==> src/rtl/tre_pkg.sv <==
package tre_pkg;
  localparam int EV_W      = 24;
  localparam int ORB_W     = 24;
  localparam int BC_W      = 12;
  localparam int WORD_W    = 32;
  localparam int STAT_W    = 8;
  localparam int MARK_W    = 16;
  localparam int HDR_WORDS = 4;
  localparam logic [MARK_W-1:0] HDR_MARK = 16'hCAFE;

  typedef struct packed {
    logic [EV_W-1:0]  ev;
    logic [ORB_W-1:0] orb;
    logic [BC_W-1:0]  bc;
  } trig_rec_t;
endpackage

==> src/rtl/tre_counters.sv <==
module tre_counters
  import tre_pkg::*;
#(
  parameter int BC_MAX = 3563
) (
  input  logic             clk,
  input  logic             rst,
  input  logic             l1_i,
  output logic [BC_W-1:0]  bc_o,
  output logic [ORB_W-1:0] orb_o,
  output logic [EV_W-1:0]  ev_o
);
  always_ff @(posedge clk) begin
    if (rst) begin
      bc_o  <= '0;
      orb_o <= '0;
      ev_o  <= '0;
    end else begin
      if (bc_o == BC_W'(BC_MAX)) begin
        bc_o  <= '0;
        orb_o <= orb_o + 1'b1;
      end else begin
        bc_o <= bc_o + 1'b1;
      end
      if (l1_i) ev_o <= ev_o + 1'b1;
    end
  end
endmodule

==> src/rtl/tre_store.sv <==
module tre_store
  import tre_pkg::*;
#(
  parameter int DEPTH = 4
) (
  input  logic                          clk,
  input  logic                          rst,
  input  logic                          push_i,
  input  logic                          pop_i,
  input  trig_rec_t                     rec_i,
  output trig_rec_t                     rec_o,
  output logic [$clog2(DEPTH+1)-1:0]    cnt_o,
  output logic                          full_o,
  output logic                          empty_o
);
  localparam int AW = (DEPTH > 1) ? $clog2(DEPTH) : 1;
  localparam int CW = $clog2(DEPTH + 1);

  trig_rec_t       mem [DEPTH];
  logic [AW-1:0]   wr_ptr, rd_ptr;

  function automatic logic [AW-1:0] nxt(input logic [AW-1:0] p);
    return (p == AW'(DEPTH - 1)) ? '0 : p + 1'b1;
  endfunction

  always_ff @(posedge clk) begin
    if (push_i) mem[wr_ptr] <= rec_i;
  end

  always_ff @(posedge clk) begin
    if (rst) begin
      wr_ptr <= '0;
      rd_ptr <= '0;
      cnt_o  <= '0;
    end else begin
      if (push_i) wr_ptr <= nxt(wr_ptr);
      if (pop_i)  rd_ptr <= nxt(rd_ptr);
      case ({push_i, pop_i})
        2'b10:   cnt_o <= cnt_o + 1'b1;
        2'b01:   cnt_o <= cnt_o - 1'b1;
        default: cnt_o <= cnt_o;
      endcase
    end
  end

  assign rec_o   = mem[rd_ptr];
  assign full_o  = (cnt_o == CW'(DEPTH));
  assign empty_o = (cnt_o == '0);
endmodule

==> src/rtl/tre_hdr_seq.sv <==
module tre_hdr_seq
  import tre_pkg::*;
(
  input  logic              clk,
  input  logic              rst,
  input  logic              load_i,
  input  trig_rec_t         rec_i,
  input  logic [STAT_W-1:0] stat_i,
  input  logic              ready_i,
  output logic              valid_o,
  output logic [WORD_W-1:0] data_o
);
  localparam int IW = $clog2(HDR_WORDS);

  trig_rec_t         rec_q;
  logic [STAT_W-1:0] stat_q;
  logic [IW-1:0]     idx_q;

  function automatic logic [WORD_W-1:0] pick(input trig_rec_t r,
                                             input logic [STAT_W-1:0] s,
                                             input logic [IW-1:0] i);
    case (i)
      2'd0:    return {HDR_MARK, {(WORD_W-MARK_W-STAT_W){1'b0}}, s};
      2'd1:    return {{(WORD_W-EV_W){1'b0}}, r.ev};
      2'd2:    return {{(WORD_W-ORB_W){1'b0}}, r.orb};
      default: return {{(WORD_W-BC_W){1'b0}}, r.bc};
    endcase
  endfunction

  always_ff @(posedge clk) begin
    if (rst) begin
      valid_o <= 1'b0;
      idx_q   <= '0;
      data_o  <= '0;
      rec_q   <= '0;
      stat_q  <= '0;
    end else if (load_i) begin
      rec_q   <= rec_i;
      stat_q  <= stat_i;
      idx_q   <= '0;
      valid_o <= 1'b1;
      data_o  <= pick(rec_i, stat_i, '0);
    end else if (valid_o && ready_i) begin
      if (idx_q == IW'(HDR_WORDS - 1)) begin
        valid_o <= 1'b0;
      end else begin
        idx_q  <= idx_q + 1'b1;
        data_o <= pick(rec_q, stat_q, idx_q + 1'b1);
      end
    end
  end
endmodule

==> src/rtl/trig_hdr_emu.sv <==
module trig_hdr_emu
  import tre_pkg::*;
#(
  parameter int BC_MAX   = 3563,
  parameter int DEPTH    = 4,
  parameter int BUSY_LVL = 3
) (
  input  logic              clk,
  input  logic              rst,
  input  logic              l1a_i,
  input  logic              l2a_i,
  input  logic              l2r_i,
  input  logic              hdr_ready_i,
  output logic [WORD_W-1:0] hdr_data_o,
  output logic              hdr_valid_o,
  output logic              busy_o,
  output logic              ovf_o,
  output logic              l2err_o
);
  localparam int CW = $clog2(DEPTH + 1);

  logic [BC_W-1:0]  bc_w;
  logic [ORB_W-1:0] orb_w;
  logic [EV_W-1:0]  ev_w;
  logic [CW-1:0]    cnt_w;
  logic             full_w, empty_w;
  trig_rec_t        new_rec, head_rec;
  logic             l2_any, l2_take, push_w, load_w;

  assign l2_any  = l2a_i | l2r_i;
  assign l2_take = l2_any && !empty_w && !hdr_valid_o;
  assign push_w  = l1a_i && !full_w;
  assign load_w  = l2_take && l2a_i;

  assign new_rec.ev  = ev_w + 1'b1;
  assign new_rec.orb = orb_w;
  assign new_rec.bc  = bc_w;

  tre_counters #(.BC_MAX(BC_MAX)) u_cnt (
    .clk(clk), .rst(rst), .l1_i(l1a_i),
    .bc_o(bc_w), .orb_o(orb_w), .ev_o(ev_w)
  );

  tre_store #(.DEPTH(DEPTH)) u_store (
    .clk(clk), .rst(rst), .push_i(push_w), .pop_i(l2_take),
    .rec_i(new_rec), .rec_o(head_rec), .cnt_o(cnt_w),
    .full_o(full_w), .empty_o(empty_w)
  );

  tre_hdr_seq u_seq (
    .clk(clk), .rst(rst), .load_i(load_w), .rec_i(head_rec),
    .stat_i({{(STAT_W-2){1'b0}}, l2err_o, ovf_o}),
    .ready_i(hdr_ready_i), .valid_o(hdr_valid_o), .data_o(hdr_data_o)
  );

  always_ff @(posedge clk) begin
    if (rst) begin
      ovf_o   <= 1'b0;
      l2err_o <= 1'b0;
    end else begin
      if (l1a_i && full_w)     ovf_o   <= 1'b1;
      if (l2_any && !l2_take)  l2err_o <= 1'b1;
    end
  end

  assign busy_o = (cnt_w >= CW'(BUSY_LVL)) || hdr_valid_o;
endmodule

==> config.mk <==
export PLATFORM = sky130hd
export DESIGN_NAME = trig_hdr_emu
export DESIGN_NICKNAME = d
export VERILOG_FILES = /design/src/rtl/tre_pkg.sv /design/src/rtl/tre_counters.sv /design/src/rtl/tre_store.sv /design/src/rtl/tre_hdr_seq.sv /design/src/rtl/trig_hdr_emu.sv
export SDC_FILE = /design/constraint.sdc
export NUM_CORES = 1
export LEC_CHECK = 0
export BUFFER_PORTS_ARGS = -buffer_cell sky130_fd_sc_hd__buf_2
export CAP_MARGIN = 20
export CORE_UTILIZATION = 45
export DETAILED_ROUTE_END_ITERATION = 10
export PLACE_DENSITY = 0.67
export SYNTH_ARGS = -nofsm -noshare
export SYNTH_HDL_FRONTEND = slang
export SYNTH_SLANG_ARGS = --single-unit
==> constraint.sdc <==
create_clock -name clk -period 3.2 [get_ports clk]
set_clock_uncertainty 0.1 [all_clocks]
set_input_delay 0.16 -clock clk [delete_from_list [all_inputs] [get_ports clk]]
set_output_delay 0.16 -clock clk [all_outputs]
set_load 0.03 [all_outputs]
==> Word-level counts from Yosys, hierarchy flattened <==
Memories as Yosys holds them, arrays and structs flattened. A register that Yosys moved wholly into a read port is not among the register bits.
Index checks and enable logic that the tools add are counted.
{ "word_totals": {"memories": 1, "out_inout_bits": 36, "elab_cells": 69, "ram_bits": 240, "regBits": 106, "in_bits": 6} }
{ "mem_list": {"columns": ["name", "depth", "width", "read_ports", "rd_clocked_by_memory_dff", "wr", "line_no", "source"], "rows": [
  ["u_store.mem", 4, 60, 1, 1, 1, "tre_store.sv:19", "trig_rec_t mem [DEPTH];"]
]} }
{ "op_classes": {"reduce_logical": 22, "n_lt_le_gt_ge": 1, "bitwise_logic": 2, "eq_ne": 10, "mux": 12, "n_addsub": 8} }
{ "ops": {"columns": ["op", "n"], "rows": [
  ["2-to-1 mux 32 bit", 3],
  ["one-hot mux 32 bit (3 select lines)", 1],
  ["adder 24 x 1 -> 24 bit, second input constant", 2],
  ["adder 12 x 1 -> 12 bit, second input constant", 1],
  ["equality test 12 bit, second input constant", 1],
  ["equality test 2 bit, second input constant", 5],
  ["logical AND 1 bit", 7],
  ["adder 2 x 1 -> 2 bit, second input constant", 3],
  ["one-hot mux 3 bit (2 select lines)", 1],
  ["AND reduction 2 bit", 3],
  ["nonzero test 2 bit", 3],
  ["2-to-1 mux 1 bit", 5],
  ["equality test 2 x 1 -> 1 bit, second input constant", 2],
  ["logical NOT 1 bit", 4],
  ["2-to-1 mux 2 bit", 2],
  ["OR reduction 2 bit", 2],
  ["adder 3 x 1 -> 3 bit, second input constant", 1],
  ["equality test 3 bit, second input constant", 1],
  [">= comparator 3 x 2 -> 1 bit, second input constant", 1],
  ["logical NOT 3 bit", 1],
  ["subtractor 3 x 1 -> 3 bit, second input constant", 1],
  ["logical NOT 2 bit", 1],
  ["!= test 2 bit, second input constant", 1],
  ["logical OR 1 bit", 1],
  ["other kinds (2)", 2]
]} }

==> Logic depth before layout (Yosys ltp) <==
{ "depth": {"depth_word": 7, "depth_mapped": 9, "ltp_nobuf": 9} }

==> Hierarchy <==
Synthesis repeated with hierarchy kept, for this count alone.
{ "unflattened": {"hier_cells": 1152, "area_unflattened_um2": 16447.0} }
{ "by_module_without_submodules": {"columns": ["mod", "cells_per_inst", "area_per_inst_um2", "seq_area_each_um2", "n_inst"], "rows": [
  ["tre_store", 362, 9171.3, 7387.1, 1],
  ["tre_hdr_seq", 391, 3981.3, 1921.8, 1],
  ["tre_counters", 318, 2697.6, 1201.2, 1],
  ["trig_hdr_emu", 81, 596.8, 40.0, 1]
]} }

==> Worst setup path after synthesis <==
No wires, ideal clock.
{ "synth_timing": {"path_kind": "reg-to-reg", "from": "reg u_store.cnt_o[0]", "to": "mem u_store.mem[1][0] in the netlist's numbering, enable pin", "path_stages_with_launch": 4, "n_path_buf": 0, "synth_period_minus_slack_ns": 2.790, "required_ns": 2.676, "t_arrival_ns": 2.266, "path_slack_ns": 0.410, "cell_sequence": "dfxtp_1 -> nor2_1 -> a21boi_1 -> and2_1"} }
{ "synth_via": {"elab_chain_len": 5} }
{ "synth_lines": {"columns": ["element", "line_no", "source"], "rows": [
  ["start, declared", "tre_store.sv:12", "output logic [$clog2(DEPTH+1)-1:0] cnt_o,"],
  ["start signal, assigned", "tre_store.sv:39", "2'b10: cnt_o <= cnt_o + 1'b1;"],
  ["start signal, assigned", "tre_store.sv:40", "2'b01: cnt_o <= cnt_o - 1'b1;"],
  ["start signal, assigned", "tre_store.sv:41", "default: cnt_o <= cnt_o;"],
  ["equality test 3 bit", "tre_store.sv:47", "assign full_o = (cnt_o == CW'(DEPTH));"],
  ["logical NOT 1 bit", "trig_hdr_emu.sv:32", "assign push_w = l1a_i && !full_w;"],
  ["logical AND 1 bit", "trig_hdr_emu.sv:32", null],
  ["2-to-1 mux 1 bit", "tre_store.sv:27", "if (push_i) mem[wr_ptr] <= rec_i;"],
  ["2-to-1 mux 1 bit (not written as such)", "tre_store.sv:27", null],
  ["end, declared", "tre_store.sv:19", null]
]} }
No other way between the ends.

==> Worst setup path after layout <==
{ "layout_timing": {"from": "reg u_cnt.bc_o[0]", "to": "reg u_cnt.orb_o[13]"} }
{ "layout_via": {"elab_chain_len": 1} }
{ "layout_lines": {"columns": ["element", "line_no", "source"], "rows": [
  ["start, declared", "tre_counters.sv:9", "output logic [BC_W-1:0] bc_o,"],
  ["start signal, assigned", "tre_counters.sv:23", "bc_o <= bc_o + 1'b1;"],
  ["equality test 12 bit", "tre_counters.sv:19", "if (bc_o == BC_W'(BC_MAX)) begin"],
  ["end signal, assigned", "tre_counters.sv:21", "orb_o <= orb_o + 1'b1;"],
  ["end, declared", "tre_counters.sv:10", "output logic [ORB_W-1:0] orb_o,"]
]} }
No other way between the ends.
A chain may end at the register's enable or synchronous reset.

==> run_results.csv <==
group,metric,value,unit
synthesis,avgSynthCellArea,13.3,um2
synthesis,ys_seq_area_frac,0.660,
synthesis,yosys-top-cells-area,"edfxtp_1 (46%), dfxtp_1 (20%), mux4_2 (8.6%), nand2_1 (3.9%), a21oi_1 (3.7%)",
sta,setup_viol_count_final,0,
sta,rsz0062_at_grt,"false",
global_route,overflow,0,
synthesis,synth.distinct_cells,46,
synthesis,yosysWarnings,0,
clocking,htree_levels,2,
sta,tns,0,ns
routing,wire_per_inst,18.9,um
power,p_leak,0.00597,uW
placed_design,io_buffers,37,
placed_design,dp_hpwl,19.6,mm
setup_path,startpoint_type,"flop",
die,die-width,189,um
placed_design,gp_congestion,0.766,
sta,period_share,0.794,
setup_path,worstPathRequired,3.55,ns
clocking,postCtsSetupRepairBufs,0,
setup_path,arrival,2.89,ns
setup_path,cpPeakStageDelay,0.65,ns
synthesis,synthCells,1183,
min_path,worstHoldPathType,"input port to flop",
setup_path,path_max_fanout,14,
finish,fin_nets,1227,
clocking,cts_resized,0,
sta,hold_viol,0,
die,die-area,35700,um2
finish,finalNonFillerCells,1694,
routing,drt_pass1_iterations,7,
sta,report.final.slew_viol_count,0,
routing,wirelength,32.0,mm
clocking,path_clk_slew,0.06,ns
clocking,cts_tree,"built",
synthesis,synth_top_cell_area_share,0.458,
sta,tightest_slew,1.02,ns
routing,postRouteAntennaNets,0,
clocking,cts_buffers,41,
placed_design,dpl.cell_count,1616,
global_route,grt_pass1_vias,9134,
synthesis,ys_ff_latch,399,
routing,drt_drc_violations_left,0,
synthesis,synth_top_cell_by_area,"edfxtp_1",
global_route,track_usage,0.182,
die,rows,68,
setup_path,path_class,"flop to flop",
finish,finalInstanceArea,17800,um2
clocking,hold_buffers,2,
finish,drive_gt1_frac,0.157,
sta,max_freq,393,MHz
setup_path,slowest_stage,"or4_1",
synthesis,synth_async_sr_flop_share,0,
clocking,cts.sinks,399,
finish,antennaDiodeCount,0,
placed_design,place_area,16400,um2
sta,slew_headroom,0.318,
finish,syn_to_final_growth,12.9,%
die,initial_utilization,0.457,
global_route,grt_max_degree,71,
routing,drt_iter0_drc,641,
synthesis,synth-main-ff-cell,"edfxtp_1",
setup_path,endpoint_kind,"flop",
synthesis,mappedNetlistArea,15700,um2
clocking,cts_buffer_depth,3,
global_route,antenna_found_initial,0,
die,core_area,34500,um2
sta,fin_crit,2.54,ns
global_route,grt_pass1_wl,50.9,mm
die,io_pins,42,
run,maxCapViolCount,0,
power,power_density,774,nW/um2
die,chipHeight,189,um
finish,final_util,0.516,
status,status,"finished clean",
routing,vias,9483,
clocking,cts-root-buf,"clkbuf_16",
power,irDropWorstVdd,0.000414,V
routing,via_per_inst,5.60,
setup_path,path_cells,"ha_1, and4bb_2, nand4_1, or4_1, a21oi_1",
synthesis,synth_edf_count,240,
clocking,clock_latency,0.53,ns
==> metal layers <==
layer  routed length [um]  part of all wire  GRT usage  vias to the layer above
met3                 1620             0.051     0.0289                       44
met2                15900              0.50      0.306                      241
met1                13900              0.43      0.244                     4726
met4                  614             0.019     0.0540                        0
li1                     -                 -          -                     4472
met5                    0                 0          0                        -
==> cell type report <==
cell class                 count  area (um2)
timing repair buffer          57         443
sequential                   399       10400
clock inverter                17         168
multi-input combinational    691        4970
fill                        2888       16700
inverter                      16        60.1
tap                          455         569
clock buffer                  59        1170
==> power breakdown <==
part	switching (uW)	internal, uW	total [uW]
Clock	1910	2790	4700
Sequential	389	6060	6450
Combinational	1500	1100	2600
==> state kept, by name, indices dropped and copies added, names as in the netlist, 2 cells and up <==
| signal | cells |
|---|---|
| u_cnt.ev_o | 24 |
| u_cnt.bc_o | 12 |
| u_seq.stat_q | 2 |
| u_store.rd_ptr | 2 |
| u_cnt.orb_o | 24 |
| u_store.wr_ptr | 2 |
| u_seq.rec_q | 60 |
| u_seq.idx_q | 2 |
| u_store.mem | 240 |
| u_store.cnt_o | 3 |
| u_seq.data_o | 25 |
==> cell families after synthesis <==
| kind of cell | Yosys count | synth area share |
|---|---|---|
| AOI/OAI and AO/OA | 196 | 0.0757 |
| xor gates and xnor gates | 46 | 0.0256 |
| adders and majority gates | 15 | 0.0124 |
| buffers and inverters | 96 | 0.0257 |
| DFF | 399 | 0.660 |
| muxes | 68 | 0.0911 |
| other | 1 | 0.000238 |
| and+or+nand+nor | 362 | 0.109 |
==> critical path: cells and delay by family, from the launching register on <==
family	cells	cell delay (ns)
flops	1	0.44
compound gates	1	0.17
fa+ha+maj	1	0.26
simple gates	3	1.50
==> cell usage in the layout, fill, tap and decap left out, types with 5 or more instances in the layout <==
master     synthesis  layout
nor2_1            63      63
o21ai_0           18      18
a22oi_1            5       5
and3_1            10       9
a221oi_1           7       7
or3_1             16      16
ha_1              14      14
clkinv_2           0      10
edfxtp_1         240     240
or4_1             18      18
inv_1             16      16
o31ai_1           16      16
nand4_1           21      21
buf_2              8      36
xnor2_1           14      14
mux4_2            60      60
a21oi_1          115     115
buf_4              7      11
nor3_1            13      13
dfxtp_1          159     157
clkbuf_1          58      13
clkbuf_16          0      43
a221o_1           17      17
xor2_1            32      32
nand3_1           27      26
o211ai_1          12      12
and4_1             8       8
nand2_1          164     164
mux2i_1            6       6
buf_12             0       8
==> synthesized netlist by cell type (all sizes together), types with 17 or more instances <==
library cell,count
edfxtp,240
nand2,164
dfxtp,159
a21oi,115
nor2,63
mux4,60
clkbuf,58
xor2,32
nand3,27
buf,22
nand4,22
or3,19
o21ai,18
or4,18
a221o,17
==> stage by stage <==
step	power, uW	hold WS (ns)	worst slack (ns)
3_5_place_dp	9210	0.349	0.691
2_1_floorplan	8400	0.250	0.410
6_report	13800	0.0179	0.658
3_3_place_gp	9150	0.341	0.738
5_1_grt	14400	0.0610	0.496
4_1_cts	13900	0.00538	0.682
==> final timing paths <==
kind	start	endpoint	slack [ns]	cells past startpoint
worst max-delay path	u_cnt.bc_o[0]	u_cnt.orb_o[13]	0.66	5
worst min-delay path	l2a_i	l2err_o	0.02	5
worst max register to register	u_cnt.bc_o[0]	u_cnt.orb_o[13]	0.66	5
worst min register to register	u_seq.rec_q[3]	u_seq.rec_q[3]	0.35	2
Power figures use the tool's default switching activity.
